File: config.mk
export PLATFORM = sky130hd
export DESIGN_NAME = mem_barrier_ctrl
export DESIGN_NICKNAME = d
export VERILOG_FILES = /design/src/rtl/mbar_pkg.sv /design/src/rtl/mbar_txn_counter.sv /design/src/rtl/mbar_fence_track.sv /design/src/rtl/mbar_req_gate.sv /design/src/rtl/mem_barrier_ctrl.sv
export SDC_FILE = /design/constraint.sdc
export NUM_CORES = 1
export LEC_CHECK = 0
export BUFFER_PORTS_ARGS = -buffer_cell sky130_fd_sc_hd__buf_2
export CAP_MARGIN = 15
export CORE_UTILIZATION = 33
export CTS_CLUSTER_DIAMETER = 100
export DETAILED_ROUTE_END_ITERATION = 10
export GPL_TIMING_DRIVEN = 0
export PLACE_DENSITY = 0.79
export SYNTH_ARGS = -nofsm -noshare
export SYNTH_HDL_FRONTEND = slang
export SYNTH_SLANG_ARGS = --single-unit
File: constraint.sdc
create_clock -name clk -period 2.53 [get_ports clk]
set_input_delay 0.506 -clock clk [delete_from_list [all_inputs] [get_ports clk]]
set_output_delay 0.506 -clock clk [all_outputs]
set_load 0.05 [all_outputs]
File: src/rtl/mbar_pkg.sv
package mbar_pkg;

  typedef enum logic {
    FENCE_MEM = 1'b0,
    FENCE_ALL = 1'b1
  } fence_kind_e;

  // A full-sync barrier holds every later instruction, not only memory ones.
  function automatic logic holds_issue(fence_kind_e kind);
    return kind == FENCE_ALL;
  endfunction

endpackage

File: src/rtl/mbar_txn_counter.sv
module mbar_txn_counter #(
  parameter int CNT_W = 4
) (
  input  logic             clk,
  input  logic             rst_n,
  input  logic             inc_i,
  input  logic             dec_i,
  output logic [CNT_W-1:0] cnt_o,
  output logic             zero_o,
  output logic             ovf_o
);

  localparam logic [CNT_W-1:0] CNT_MAX = {CNT_W{1'b1}};
  localparam logic [CNT_W-1:0] CNT_ONE = {{(CNT_W-1){1'b0}}, 1'b1};

  logic [CNT_W-1:0] cnt_q, cnt_d;
  logic             ovf_q, sat_hit;

  // Returns the next count; saturates at CNT_MAX and floors at zero.
  function automatic logic [CNT_W-1:0] next_count(logic [CNT_W-1:0] c,
                                                   logic up, logic down);
    logic [CNT_W-1:0] r;
    r = c;
    if (up && !down && c != CNT_MAX)        r = c + CNT_ONE;
    else if (down && !up && c != '0)        r = c - CNT_ONE;
    return r;
  endfunction

  always_comb begin
    cnt_d   = next_count(cnt_q, inc_i, dec_i);
    sat_hit = inc_i && !dec_i && (cnt_q == CNT_MAX);
  end

  always_ff @(posedge clk or negedge rst_n) begin
    if (!rst_n) begin
      cnt_q <= '0;
      ovf_q <= 1'b0;
    end else begin
      cnt_q <= cnt_d;
      ovf_q <= ovf_q | sat_hit;
    end
  end

  assign cnt_o  = cnt_q;
  assign zero_o = (cnt_q == '0);
  assign ovf_o  = ovf_q;

endmodule

File: src/rtl/mbar_fence_track.sv
module mbar_fence_track
  import mbar_pkg::*;
(
  input  logic        clk,
  input  logic        rst_n,
  input  logic        fence_valid_i,
  input  fence_kind_e fence_kind_i,
  input  logic        drained_i,
  output logic        fence_ready_o,
  output logic        active_o,
  output fence_kind_e kind_o,
  output logic        done_o,
  output logic        pend_o
);

  logic        pend_q;
  fence_kind_e kind_q;
  logic        arrive;

  assign fence_ready_o = !pend_q;
  assign arrive        = fence_valid_i && !pend_q;
  assign active_o      = pend_q || arrive;
  assign kind_o        = pend_q ? kind_q : fence_kind_i;
  assign done_o        = active_o && drained_i;

  always_ff @(posedge clk or negedge rst_n) begin
    if (!rst_n) begin
      pend_q <= 1'b0;
      kind_q <= FENCE_MEM;
    end else begin
      pend_q <= active_o && !drained_i;
      if (arrive) kind_q <= fence_kind_i;
    end
  end

  assign pend_o = pend_q;

endmodule

File: src/rtl/mbar_req_gate.sv
module mbar_req_gate (
  input  logic hold_i,
  input  logic lsu_req_valid_i,
  output logic lsu_req_ready_o,
  output logic mem_req_valid_o,
  input  logic mem_req_ready_i,
  output logic accept_o
);

  assign mem_req_valid_o = lsu_req_valid_i && !hold_i;
  assign lsu_req_ready_o = mem_req_ready_i && !hold_i;
  assign accept_o        = mem_req_valid_o && mem_req_ready_i;

endmodule

File: src/rtl/mem_barrier_ctrl.sv
module mem_barrier_ctrl
  import mbar_pkg::*;
#(
  parameter int CNT_W = 4
) (
  input  logic        clk,
  input  logic        rst_n,
  input  logic        fence_valid_i,
  input  logic        fence_kind_i,
  input  logic [31:0] fence_wdata_i,
  input  logic        fence_user_i,
  output logic        fence_ready_o,
  output logic        fence_done_o,
  output logic        issue_stall_o,
  output logic        memreq_stall_o,
  input  logic        lsu_req_valid_i,
  output logic        lsu_req_ready_o,
  output logic        mem_req_valid_o,
  input  logic        mem_req_ready_i,
  input  logic        mem_rsp_i,
  output logic        cnt_ovf_o
);

  // Named internal events, also used by the bound checker.
  logic [CNT_W-1:0] cnt_q;
  logic             drained;
  logic             acc_evt;
  logic             rsp_evt;
  logic             fence_active;
  logic             pend_q;
  fence_kind_e      active_kind;

  // The barrier data and privilege level carry no meaning here.
  logic unused_fence_bits;
  assign unused_fence_bits = ^{fence_wdata_i, fence_user_i};

  assign rsp_evt = mem_rsp_i;

  mbar_txn_counter #(.CNT_W(CNT_W)) u_cnt (
    .clk    (clk),
    .rst_n  (rst_n),
    .inc_i  (acc_evt),
    .dec_i  (rsp_evt),
    .cnt_o  (cnt_q),
    .zero_o (drained),
    .ovf_o  (cnt_ovf_o)
  );

  mbar_fence_track u_track (
    .clk           (clk),
    .rst_n         (rst_n),
    .fence_valid_i (fence_valid_i),
    .fence_kind_i  (fence_kind_e'(fence_kind_i)),
    .drained_i     (drained),
    .fence_ready_o (fence_ready_o),
    .active_o      (fence_active),
    .kind_o        (active_kind),
    .done_o        (fence_done_o),
    .pend_o        (pend_q)
  );

  assign memreq_stall_o = fence_active && !drained;
  assign issue_stall_o  = memreq_stall_o && holds_issue(active_kind);

  mbar_req_gate u_gate (
    .hold_i          (memreq_stall_o),
    .lsu_req_valid_i (lsu_req_valid_i),
    .lsu_req_ready_o (lsu_req_ready_o),
    .mem_req_valid_o (mem_req_valid_o),
    .mem_req_ready_i (mem_req_ready_i),
    .accept_o        (acc_evt)
  );

endmodule

==> results of run 1 <==
[final cells by class]
type | instances | area (um2) | area share
inverters | 2 | 7.51 | 0.0134
clock buffers | 4 | 26.3 | 0.0469
multi-input cells | 30 | 269 | 0.480
well taps | 14 | 17.5 | 0.0312
repair buffers | 13 | 65.1 | 0.116
flip-flops and latches | 7 | 175 | 0.312
[metal layers]
metal	share of wire	vias up	GRT usage
met3	0.047	0	0.0173
met4	0	0	0.103
met1	0.52	149	0.174
met2	0.43	9	0.175
li1	-	177	-
met5	0	-	0
[metrics by stage]
step	total power (uW)	instances
floorplan	595	39
global placement	683	66
detailed placement	690	66
CTS	792	70
global route	854	70
finish	787	70
[worst max path at each step]
| stage | from | endpoint | slack, ns | depth (start not counted) |
|---|---|---|---|---|
| final | u_cnt.cnt_o[0]$_DFFE_PN0P_ | mem_req_valid_o | 0.21 | 4 |
| after global routing | u_cnt.cnt_o[0]$_DFFE_PN0P_ | u_cnt.cnt_o[3]$_DFFE_PN0P_ | 0.02 | 7 |
| after CTS | u_cnt.cnt_o[0]$_DFFE_PN0P_ | mem_req_valid_o | 0.06 | 4 |
| after detailed placement | fence_valid_i | u_cnt.cnt_o[3]$_DFFE_PN0P_ | 0.12 | 8 |
| after global placement | fence_valid_i | u_cnt.cnt_o[3]$_DFFE_PN0P_ | 0.14 | 8 |
| after floorplan | u_cnt.cnt_o[1]$_DFFE_PN0P_ | fence_done_o | 0.35 | 2 |
[state kept, by name, indices dropped and copies added (netlist names)]
| register | cells |
|---|---|
| u_cnt.cnt_o | 4 |
| u_cnt.ovf_o | 1 |
| u_track.kind_q | 1 |
| u_track.pend_o | 1 |
[cells in the mapped netlist, drive strengths merged]
cell type,instances
nor2,3
mux2i,2
o211ai,1
dfrtp,7
a21o,1
o21bai,1
a21oi,1
mux2,2
a21boi,1
ha,2
fa,1
xor2,3
nand2,3
nand4,1
and2,2
inv,2
nor4,1
o311ai,1
and3b,1
o21ai,1
or4,1
a31o,1
[critical path: stages (launching register included)]
cell and delay (ns):
dfrtp_1 0.46, or4_4 0.59, o21ai_2 0.12, and2_1 0.15, buf_2 0.25
[where the power goes]
part           leakage (uW)  internal [uW]  total (uW)  switching (uW)
clock             0.0000150           60.0        98.6            38.6
sequential        0.0000821            168         243            74.9
combinational      0.000182            160         446             286
[cells by family after synthesis]
logic type | count (synthesis) | synth area share
and+or+nand+nor | 12 | 0.168
AOI/OAI and AO/OA | 8 | 0.170
DFF | 7 | 0.391
muxes | 4 | 0.0950
xor gates and xnor gates | 3 | 0.0587
adders and majority gates | 3 | 0.101
buffers and inverters | 2 | 0.0168
==> results by group, run 1 <==
Yosys
  – Mapped Area: 448 um2
  – Ys Warns: 0
  – Syn nets: 82
  – Register area share after synthesis: 0.391
  – Area share of the largest cell type after synthesis: 0.391
  – Yosys reg bits: 7
  – Netlist cell types: 23
  – Yosys top cell by area: dfrtp_1
  – Avg Cell Area, Syn: 11.5 um2
  – Synth area leaders: dfrtp_1 (39%), o311ai_4 (5.9%), xor2_1 (5.9%)
  – Syn Inst Count: 39

Die
  – Number of core rows: 12
  – Starting Density: 0.378
  – Die height: 38.8 um
  – Core region area: 0.00119 mm2
  – Die area: 0.00151 mm2
  – Die Width: 38.8 um
  – I/O pins: 47

Cells and area
  – # diodes: 0
  – Share of post-route cells with drive strength above 1: 0.393
  – Most common cell after layout, fill and taps aside: buf_2
  – Commonest non-fill, non-tap cells in the layout: buf_2 (13), dfrtp_1 (7), nor2_1 (3), xor2_1 (3), clkbuf_4 (3)
  – Fin area: 561 um2
  – Final Core Density: 0.473
  – Synth-to-layout area growth: 25.1%
  – Filler instances: 122
  – Layout Nets: 100

Setup path
  – Reg2reg end: u_cnt.cnt_o[3]$_DFFE_PN0P_
  – WP data required: 2.02 ns
  – CP Class: flop to primary output
  – Critical Path End Type: primary output
  – FF-to-FF Start: u_cnt.cnt_o[0]$_DFFE_PN0P_
  – Reg2Reg Setup Slack: 0.25 ns
  – Critical path arrival: 1.82 ns
  – Crit path max fanout: 6
  – Worst reg2reg path depth: 7
  – Worst setup SP type: flop

Timing
  – Worst relative slew slack: 0.641
  – Setup ws final: 0.205 ns
  – Max-slew violations: 0
  – Minimum clock period: 2.32 ns
  – Setup TNS: 0 ns
  – F_max: 0.430 GHz
  – Final Hold Viols: 0
  – Worst-Margin Slew: 0.536 ns
  – Final setup fails: 0
  – Clock skew: 0.00342 ns
  – RSZ-0062 raised after global routing: false
  – WHS: 0.0761 ns
  – Final period util: 0.919

Route
  – Vias/cell: 4.79
  – Wirelength per Cell: 10.6 um
  – Remaining antenna violation count: 0
  – TritonRoute pass-1 iters: 2
  – Post-Route WL: 745 um
  – DR DRC count: 0
  – Vias: 335
  – Initial DRC Count: 1

GRT
  – Overflow after GRT: 0
  – Global-route wire length before repair: 1280 um
  – Largest net degree at the start of global routing: 8
  – Vias in the first global route: 309
  – Number of antenna violations at the first check in global routing: 0
  – Total GRT Usage: 0.127

Placed design
  – DP Wirelength: 622 um
  – Post-DP Area: 531 um2
  – Number of port buffers: 13
  – Place WS: 0.116 ns
  – GPL Wtd Cong: 0.738

CTS
  – Post-CTS Setup Bufs: 0
  – CTS resizes: 0
  – Clock Tree Root: clkbuf_4
  – CTS buffer count: 3
  – # hold bufs at CTS: 0
  – Longest Clk Path Bufs: 2
  – Clock sink count: 7
  – Clock H-tree levels: 1
  – Clk_lat worst skew: 0.25 ns
  – Clock transition at path regs: 0.05 ns
  – TritonCTS clock tree: done

Run
  – Max cap viols: 0

Outcome
  – Status: finished, final reports clean

Power
  – Worst VDD drop: 0.606 mV
  – P per Cell Area: 1400 mW/mm2
  – Leak: 0.000279 uW

Worst hold path
  – Hold WC Path Type: input port to asynchronous set/reset pin
No activity file was read; power rests on OpenSTA's default activity.
==> run 2: changes to the inputs <==
--- a/config.mk
+++ b/config.mk
@@ -7,6 +7,7 @@
 export LEC_CHECK = 0
 export BUFFER_PORTS_ARGS = -buffer_cell sky130_fd_sc_hd__buf_2
 export CAP_MARGIN = 15
+export CORE_MARGIN = 1.5
 export CORE_UTILIZATION = 33
 export CTS_CLUSTER_DIAMETER = 100
 export DETAILED_ROUTE_END_ITERATION = 10
==> run 2 against run 1 <==
Worst setup slack worse by 0.097 ns. Flip-flop and latch count is the same. Global-route usage down 0.63 points. Register-to-register slack improved by 0.02 ns. Total power down 0.66%. Cell area down 0.45%. Cell count up 1.4%. Highest routed layer unchanged.
==> results by group, run 2 (synthesized netlist as in run 1, its figures left out) <==
Outcome
  – Status: finished, final reports clean (unchanged)

Setup path
  – Slowest cell on the critical path: or4_4 (unchanged)
  – FF-to-FF Start: u_cnt.cnt_o[0]$_DFFE_PN0P_ (unchanged)
  – Critical Path Stages: 4 (unchanged)
  – Setup crit start: u_cnt.cnt_o[1]$_DFFE_PN0P_ (was u_cnt.cnt_o[0]$_DFFE_PN0P_)
  – CP peak stage delay: 0.59 ns (about the same)
  – Crit path max fanout: 6 (unchanged)
  – WP data required: 2.02 ns (about the same)
  – Reg2reg end: u_cnt.cnt_o[3]$_DFFE_PN0P_ (unchanged)
  – Crit path capture: lsu_req_ready_o (was mem_req_valid_o)
  – Worst setup SP type: flop (unchanged)
  – CP Class: flop to primary output (unchanged)
  – Worst Path Buf+Inv: 1 (unchanged)
  – Reg2Reg Setup Slack: 0.27 ns (was 0.25 ns)
  – Critical Path End Type: primary output (unchanged)
  – Crit-path leading delay family: simple AND/OR/NAND/NOR gates (unchanged)
  – Critical path arrival: 1.92 ns (was 1.82 ns)
  – CP Cell Sequence: or4_4, o21ai_1, and2_1, buf_2 (was or4_4, o21ai_2, and2_1, buf_2)
  – Worst reg2reg path depth: 7 (unchanged)

Die
  – Core region area: 0.00128 mm2 (was 0.00119 mm2)
  – Number of core rows: 13 (was 12)
  – Starting Density: 0.349 (was 0.378)
  – Die height: 39.8 um (was 38.8 um)
  – Die area: 0.00159 mm2 (was 0.00151 mm2)
  – Die Width: 39.8 um (was 38.8 um)
  – I/O pins: 47 (unchanged)

Cells and area
  – # diodes: 0 (unchanged)
  – Final Core Density: 0.434 (was 0.473)
  – Synth-to-layout area growth: 24.6% (was 25.1%)
  – Commonest non-fill, non-tap cells in the layout: buf_2 (13), dfrtp_1 (7), nor2_1 (3), xor2_1 (3), clkbuf_4 (3) (unchanged)
  – Max reg flops: 4 (unchanged)
  – Filler instances: 124 (was 122)
  – Share of post-route cells with drive strength above 1: 0.375 (was 0.393)
  – Layout Nets: 100 (unchanged)
  – Most common cell after layout, fill and taps aside: buf_2 (unchanged)

Timing
  – F_max: 0.413 GHz (was 0.430 GHz)
  – Worst relative slew slack: 0.628 (was 0.641)
  – Final setup fails: 0 (unchanged)
  – Setup TNS: 0 ns (unchanged)
  – Setup ws final: 0.108 ns (was 0.205 ns)
  – RSZ-0062 raised after global routing: false (unchanged)
  – Worst-Margin Slew: 0.556 ns (was 0.536 ns)
  – Minimum clock period: 2.42 ns (was 2.32 ns)
  – Max-slew violations: 0 (unchanged)
  – Final period util: 0.957 (was 0.919)
  – Final Hold Viols: 0 (unchanged)
  – Clock skew: 0.00166 ns (was 0.00342 ns)

CTS
  – Clock transition at path regs: 0.05 ns (about the same)
  – Post-CTS Setup Bufs: 0 (unchanged)
  – Longest Clk Path Bufs: 2 (unchanged)
  – Clock Tree Root: clkbuf_4 (unchanged)
  – CTS buffer count: 3 (unchanged)
  – Clk_lat worst skew: 0.24 ns (was 0.25 ns)
  – TritonCTS clock tree: done (unchanged)
  – Clock sink count: 7 (unchanged)
  – Clock H-tree levels: 1 (unchanged)

Route
  – Remaining antenna violation count: 0 (unchanged)
  – DR DRC count: 0 (unchanged)
  – Wirelength per Cell: 10.6 um (about the same)
  – Vias/cell: 4.62 (was 4.79)
  – Initial DRC Count: 2 (was 1)
  – Vias: 328 (was 335)
  – Post-Route WL: 750 um (was 745 um)
  – TritonRoute pass-1 iters: 2 (unchanged)

GRT
  – Total GRT Usage: 0.121 (was 0.127)
  – Global-route wire length before repair: 1180 um (was 1280 um)
  – Overflow after GRT: 0 (unchanged)
  – Largest net degree at the start of global routing: 8 (unchanged)
  – Number of antenna violations at the first check in global routing: 0 (unchanged)
  – Vias in the first global route: 282 (was 309)

Placed design
  – Number of port buffers: 13 (unchanged)
  – GPL Wtd Cong: 0.684 (was 0.738)
  – Place WS: 0.124 ns (was 0.116 ns)

Power
  – Leak: 0.000277 uW (was 0.000279 uW)
  – P per Cell Area: 1400 mW/mm2 (about the same)
  – Worst VDD drop: 0.689 mV (was 0.606 mV)

Worst hold path
  – Hold WC Path Type: input port to asynchronous set/reset pin (unchanged)

Run
  – Max cap viols: 0 (unchanged)
==> run 2: cell counts in the layout (fill, tap and decap cells not counted) <==
Identical to the previous run, type by type.
==> run 2: repair_timing <==
item	4_1_cts	5_1_grt
setup endpoints to repair	0	2
gates resized for setup	0	1
hold endpoints to repair	0	0
hold buffers	0	0
==> run 2: worst min path at each step <==
stage / cells past startpoint / endpoint / slack (ns)
after floorplan: 0 / u_cnt.cnt_o[0]$_DFFE_PN0P_ / 0.21
after global placement: 1 / u_track.kind_q$_DFFE_PN0P_ / 0.34
after detailed placement: 1 / u_track.kind_q$_DFFE_PN0P_ / 0.34
after CTS: 1 / u_cnt.cnt_o[3]$_DFFE_PN0P_ / 0.08
after global routing: 1 / u_cnt.cnt_o[3]$_DFFE_PN0P_ / 0.09
final: 1 / u_cnt.cnt_o[3]$_DFFE_PN0P_ / 0.08
==> run 2: area by class of cell <==
cell class	instances	area [um2]	area share
multi-input combinational	30	265	0.475
sequential	7	175	0.314
timing repair buffer	13	65.1	0.117
clock buffer	4	26.3	0.0471
tap	15	18.8	0.0336
inverter	2	7.51	0.0135
==> run 2: routing by layer <==
layer	share of wire	wire, um	global-route usage
met2	0.53	398	0.143
met4	0	0	0.103
met3	0.0027	2	0.0341
met1	0.46	348	0.171
met5	0	0	0
==> run 2: metrics by stage <==
step	instance area [um2]	total power, uW	hold WS, ns	std cells
2_1_floorplan	448	595	0.210	39
3_3_place_gp	532	682	0.336	67
3_5_place_dp	532	692	0.336	67
4_1_cts	558	793	0.0773	71
5_1_grt	558	849	0.0898	71
6_report	558	782	0.0826	71
==> run 2: worst register-to-register path: stages (launching register included) <==
cell and delay [ns]:
dfrtp_1 0.45, nor4_1 0.29, o211ai_1 0.29, ha_1 0.36, a21o_2 0.20, a21oi_1 0.18
mux2i_1 0.23, xor2_1 0.16
==> run 2: power by group <==
part           switching [uW]  internal, uW  total (uW)
clock network            34.1          59.7        93.8
registers                73.2           168         242
logic                     287           160         447
==> run 3: changes to the inputs <==
--- a/config.mk
+++ b/config.mk
@@ -5,10 +5,11 @@
 export SDC_FILE = /design/constraint.sdc
 export NUM_CORES = 1
 export LEC_CHECK = 0
+export ABC_AREA = 1
 export BUFFER_PORTS_ARGS = -buffer_cell sky130_fd_sc_hd__buf_2
 export CAP_MARGIN = 15
 export CORE_MARGIN = 1.5
-export CORE_UTILIZATION = 33
+export CORE_UTILIZATION = 34
 export CTS_CLUSTER_DIAMETER = 100
 export DETAILED_ROUTE_END_ITERATION = 10
 export GPL_TIMING_DRIVEN = 0
==> run 3 against run 2 <==
Worst hold slack worse by 0.0070 ns. Synthesized cell count is 54% higher. Critical path type is now flop to flop. Cell count is 30% higher. Critical path depth is 10 higher.
==> results by group, run 3 <==
Run
  – Max cap viols: 0 (unchanged)

Yosys
  – Synth area leaders: dfrtp_1 (37%), nand2_1 (10%), inv_1 (7.8%) (was dfrtp_1 (39%), o311ai_4 (5.9%), xor2_1 (5.9%))
  – Syn Inst Count: 60 (was 39)
  – Number of flops mapped to enable cells by yosys: 0 (unchanged)
  – Syn nets: 103 (was 82)
  – Top_reg_cell synth: dfrtp_1 (unchanged)
  – Top-count cell post-synth: nand2_1 (was dfrtp_1)
  – Yosys reg bits: 7 (unchanged)
  – Synth async-reset ratio: 1.00 (unchanged)
  – Netlist cell types: 19 (was 23)
  – Register area share after synthesis: 0.366 (was 0.391)
  – Yosys top cell by area: dfrtp_1 (unchanged)
  – Commonest cells in the netlist: nand2_1 (13), inv_1 (10), dfrtp_1 (7), nand3_1 (6), nor2_1 (5) (was dfrtp_1 (7), nor2_1 (3), xor2_1 (3))
  – Mapped Area: 479 um2 (was 448 um2)
  – Avg Cell Area, Syn: 7.99 um2 (was 11.5 um2)
  – Ys Warns: 0 (unchanged)
  – Area share of the largest cell type after synthesis: 0.366 (was 0.391)

Setup path
  – Worst setup SP type: flop (unchanged)
  – Critical path arrival: 2.37 ns (was 1.92 ns)
  – Critical Path End Type: flop (was primary output)
  – WP data required: 2.68 ns (was 2.02 ns)
  – CP Class: flop to flop (was flop to primary output)
  – Crit path max fanout: 7 (was 6)

CTS
  – TritonCTS clock tree: done (unchanged)
  – Clock H-tree levels: 1 (unchanged)
  – CTS resizes: 0 (unchanged)
  – Longest Clk Path Bufs: 2 (unchanged)
  – # hold bufs at CTS: 0 (unchanged)
  – Clock Tree Root: clkbuf_4 (unchanged)
  – Post-CTS Setup Bufs: 0 (unchanged)
  – CTS buffer count: 3 (unchanged)
  – Clk_lat worst skew: 0.26 ns (was 0.24 ns)
  – Clock sink count: 7 (unchanged)
  – Clock transition at path regs: 0.05 ns (about the same)

Die
  – Number of core rows: 13 (unchanged)
  – Die area: 0.00164 mm2 (was 0.00159 mm2)
  – Starting Density: 0.368 (was 0.349)
  – Die height: 40.5 um (was 39.8 um)
  – Die Width: 40.5 um (was 39.8 um)
  – I/O pins: 47 (unchanged)
  – Core region area: 0.00130 mm2 (was 0.00128 mm2)

Power
  – Leak: 0.000324 uW (was 0.000277 uW)
  – P per Cell Area: 1340 mW/mm2 (was 1400 mW/mm2)
  – Worst VDD drop: 0.688 mV (was 0.689 mV)

Timing
  – Final period util: 0.881 (was 0.957)
  – RSZ-0062 raised after global routing: false (unchanged)
  – Max-slew violations: 0 (unchanged)
  – WHS: 0.0756 ns (was 0.0826 ns)
  – F_max: 0.449 GHz (was 0.413 GHz)
  – Clock skew: 0.00134 ns (was 0.00166 ns)
  – Final Hold Viols: 0 (unchanged)
  – Worst-Margin Slew: 0.240 ns (was 0.556 ns)
  – Final setup fails: 0 (unchanged)
  – Minimum clock period: 2.23 ns (was 2.42 ns)
  – Setup TNS: 0 ns (unchanged)
  – Worst relative slew slack: 0.839 (was 0.628)

Route
  – DR DRC count: 0 (unchanged)
  – Vias: 434 (was 328)
  – Vias/cell: 4.72 (was 4.62)
  – Wirelength per Cell: 10.3 um (was 10.6 um)
  – TritonRoute pass-1 iters: 4 (was 2)
  – Post-Route WL: 952 um (was 750 um)
  – Remaining antenna violation count: 0 (unchanged)
  – Initial DRC Count: 10 (was 2)

GRT
  – Global-route wire length before repair: 1500 um (was 1180 um)
  – Vias in the first global route: 391 (was 282)
  – Number of antenna violations at the first check in global routing: 0 (unchanged)
  – Overflow after GRT: 0 (unchanged)
  – Total GRT Usage: 0.151 (was 0.121)
  – Largest net degree at the start of global routing: 8 (unchanged)

Cells and area
  – Share of post-route cells with drive strength above 1: 0.312 (was 0.375)
  – Commonest non-fill, non-tap cells in the layout: nand2_1 (13), buf_2 (13), inv_1 (10) (was buf_2 (13), dfrtp_1 (7), nor2_1 (3), xor2_1 (3), clkbuf_4 (3))
  – Synth-to-layout area growth: 23.0% (was 24.6%)
  – # diodes: 0 (unchanged)
  – Layout Nets: 121 (was 100)
  – Max reg flops: 4 (unchanged)

Placed design
  – Number of port buffers: 13 (unchanged)
  – DP Wirelength: 747 um
  – GPL Wtd Cong: 0.793 (was 0.684)

Outcome
  – Status: finished, final reports clean (unchanged)

Worst hold path
  – Hold WC Path Type: input port to asynchronous set/reset pin (unchanged)
run 3: path summary, 6_finish.rpt:
| kind | startpoint | endpoint | slack, ns | cells past startpoint |
|---|---|---|---|---|
| min | rst_n | u_track.kind_q$_DFFE_PN0P_ | 0.08 | 1 |
| max | u_cnt.cnt_o[1]$_DFFE_PN0P_ | u_cnt.cnt_o[3]$_DFFE_PN0P_ | 0.30 | 14 |
| min reg2reg | u_cnt.ovf_o$_DFF_PN0_ | u_cnt.ovf_o$_DFF_PN0_ | 0.46 | 2 |
| max in group asynchronous | rst_n | u_cnt.cnt_o[1]$_DFFE_PN0P_ | 2.30 | 1 |
| min in group clk | u_cnt.ovf_o$_DFF_PN0_ | u_cnt.ovf_o$_DFF_PN0_ | 0.46 | 2 |
| max reg2reg | u_cnt.cnt_o[1]$_DFFE_PN0P_ | u_cnt.cnt_o[3]$_DFFE_PN0P_ | 0.30 | 14 |
run 3: cells by family (layout without fill, tap and decap cells):
logic type | Yosys count | in the layout | share of synthesized area
adder cells (fa/ha/maj) | 3 | 3 | 0.0940
AND/OR/NAND/NOR | 32 | 32 | 0.353
flip-flops | 7 | 7 | 0.366
XOR/XNOR | 1 | 1 | 0.0183
buffers and inverters | 10 | 27 | 0.0783
AO/OA/AOI/OAI | 7 | 7 | 0.0914
run 3: layout make-up:
cell class	instances	area, um2
tap	15	18.8
clock buffer	4	26.3
sequential	7	175
fill	136	712
timing repair buffer	13	65.1
inverter	10	37.5
multi-input combinational	43	267
run 3: layer usage:
layer  global-route usage  vias to the layer above  wire, um
met3               0.0611                        4        76
met4                0.167                        0        37
met2                0.198                       21       432
met5                    0                        -         0
met1                0.172                      184       406
li1                     -                      225         -
run 3: where the power goes:
| group | internal, uW | leakage, uW | switching [uW] |
|---|---|---|---|
| Clock | 60.4 | 0.0000150 | 44.6 |
| Sequential | 159 | 0.0000801 | 57.2 |
| Combinational | 143 | 0.000229 | 328 |
| Total | 363 | 0.000324 | 429 |
run 3: critical path, stage by stage (launching register included):
cell     delay [ns]
dfrtp_1        0.44
nor2_1         0.19
nand2_2        0.11
nand2_4        0.09
nand3_4        0.09
nor2_4         0.10
nand2_2        0.12
ha_1           0.29
a21o_2         0.20
a21oi_1        0.18
inv_1          0.06
nand3_1        0.11
nand2_1        0.06
nand2_1        0.05
nand2_1        0.05
run 3: through the flow:
| stage | setup slack, ns | utilization | instance area [um2] | power (uW) | std cells |
|---|---|---|---|---|---|
| 5_1_grt | 0.111 | 0.453 | 589 | 861 | 92 |
| 3_5_place_dp | 0.244 | 0.433 | 563 | 688 | 88 |
| 2_1_floorplan | 0.0554 | - | 479 | 589 | 60 |
| 6_report | 0.302 | 0.453 | 589 | 792 | 92 |
| 3_3_place_gp | 0.315 | 0.433 | 563 | 673 | 88 |
| 4_1_cts | 0.317 | 0.453 | 589 | 800 | 92 |
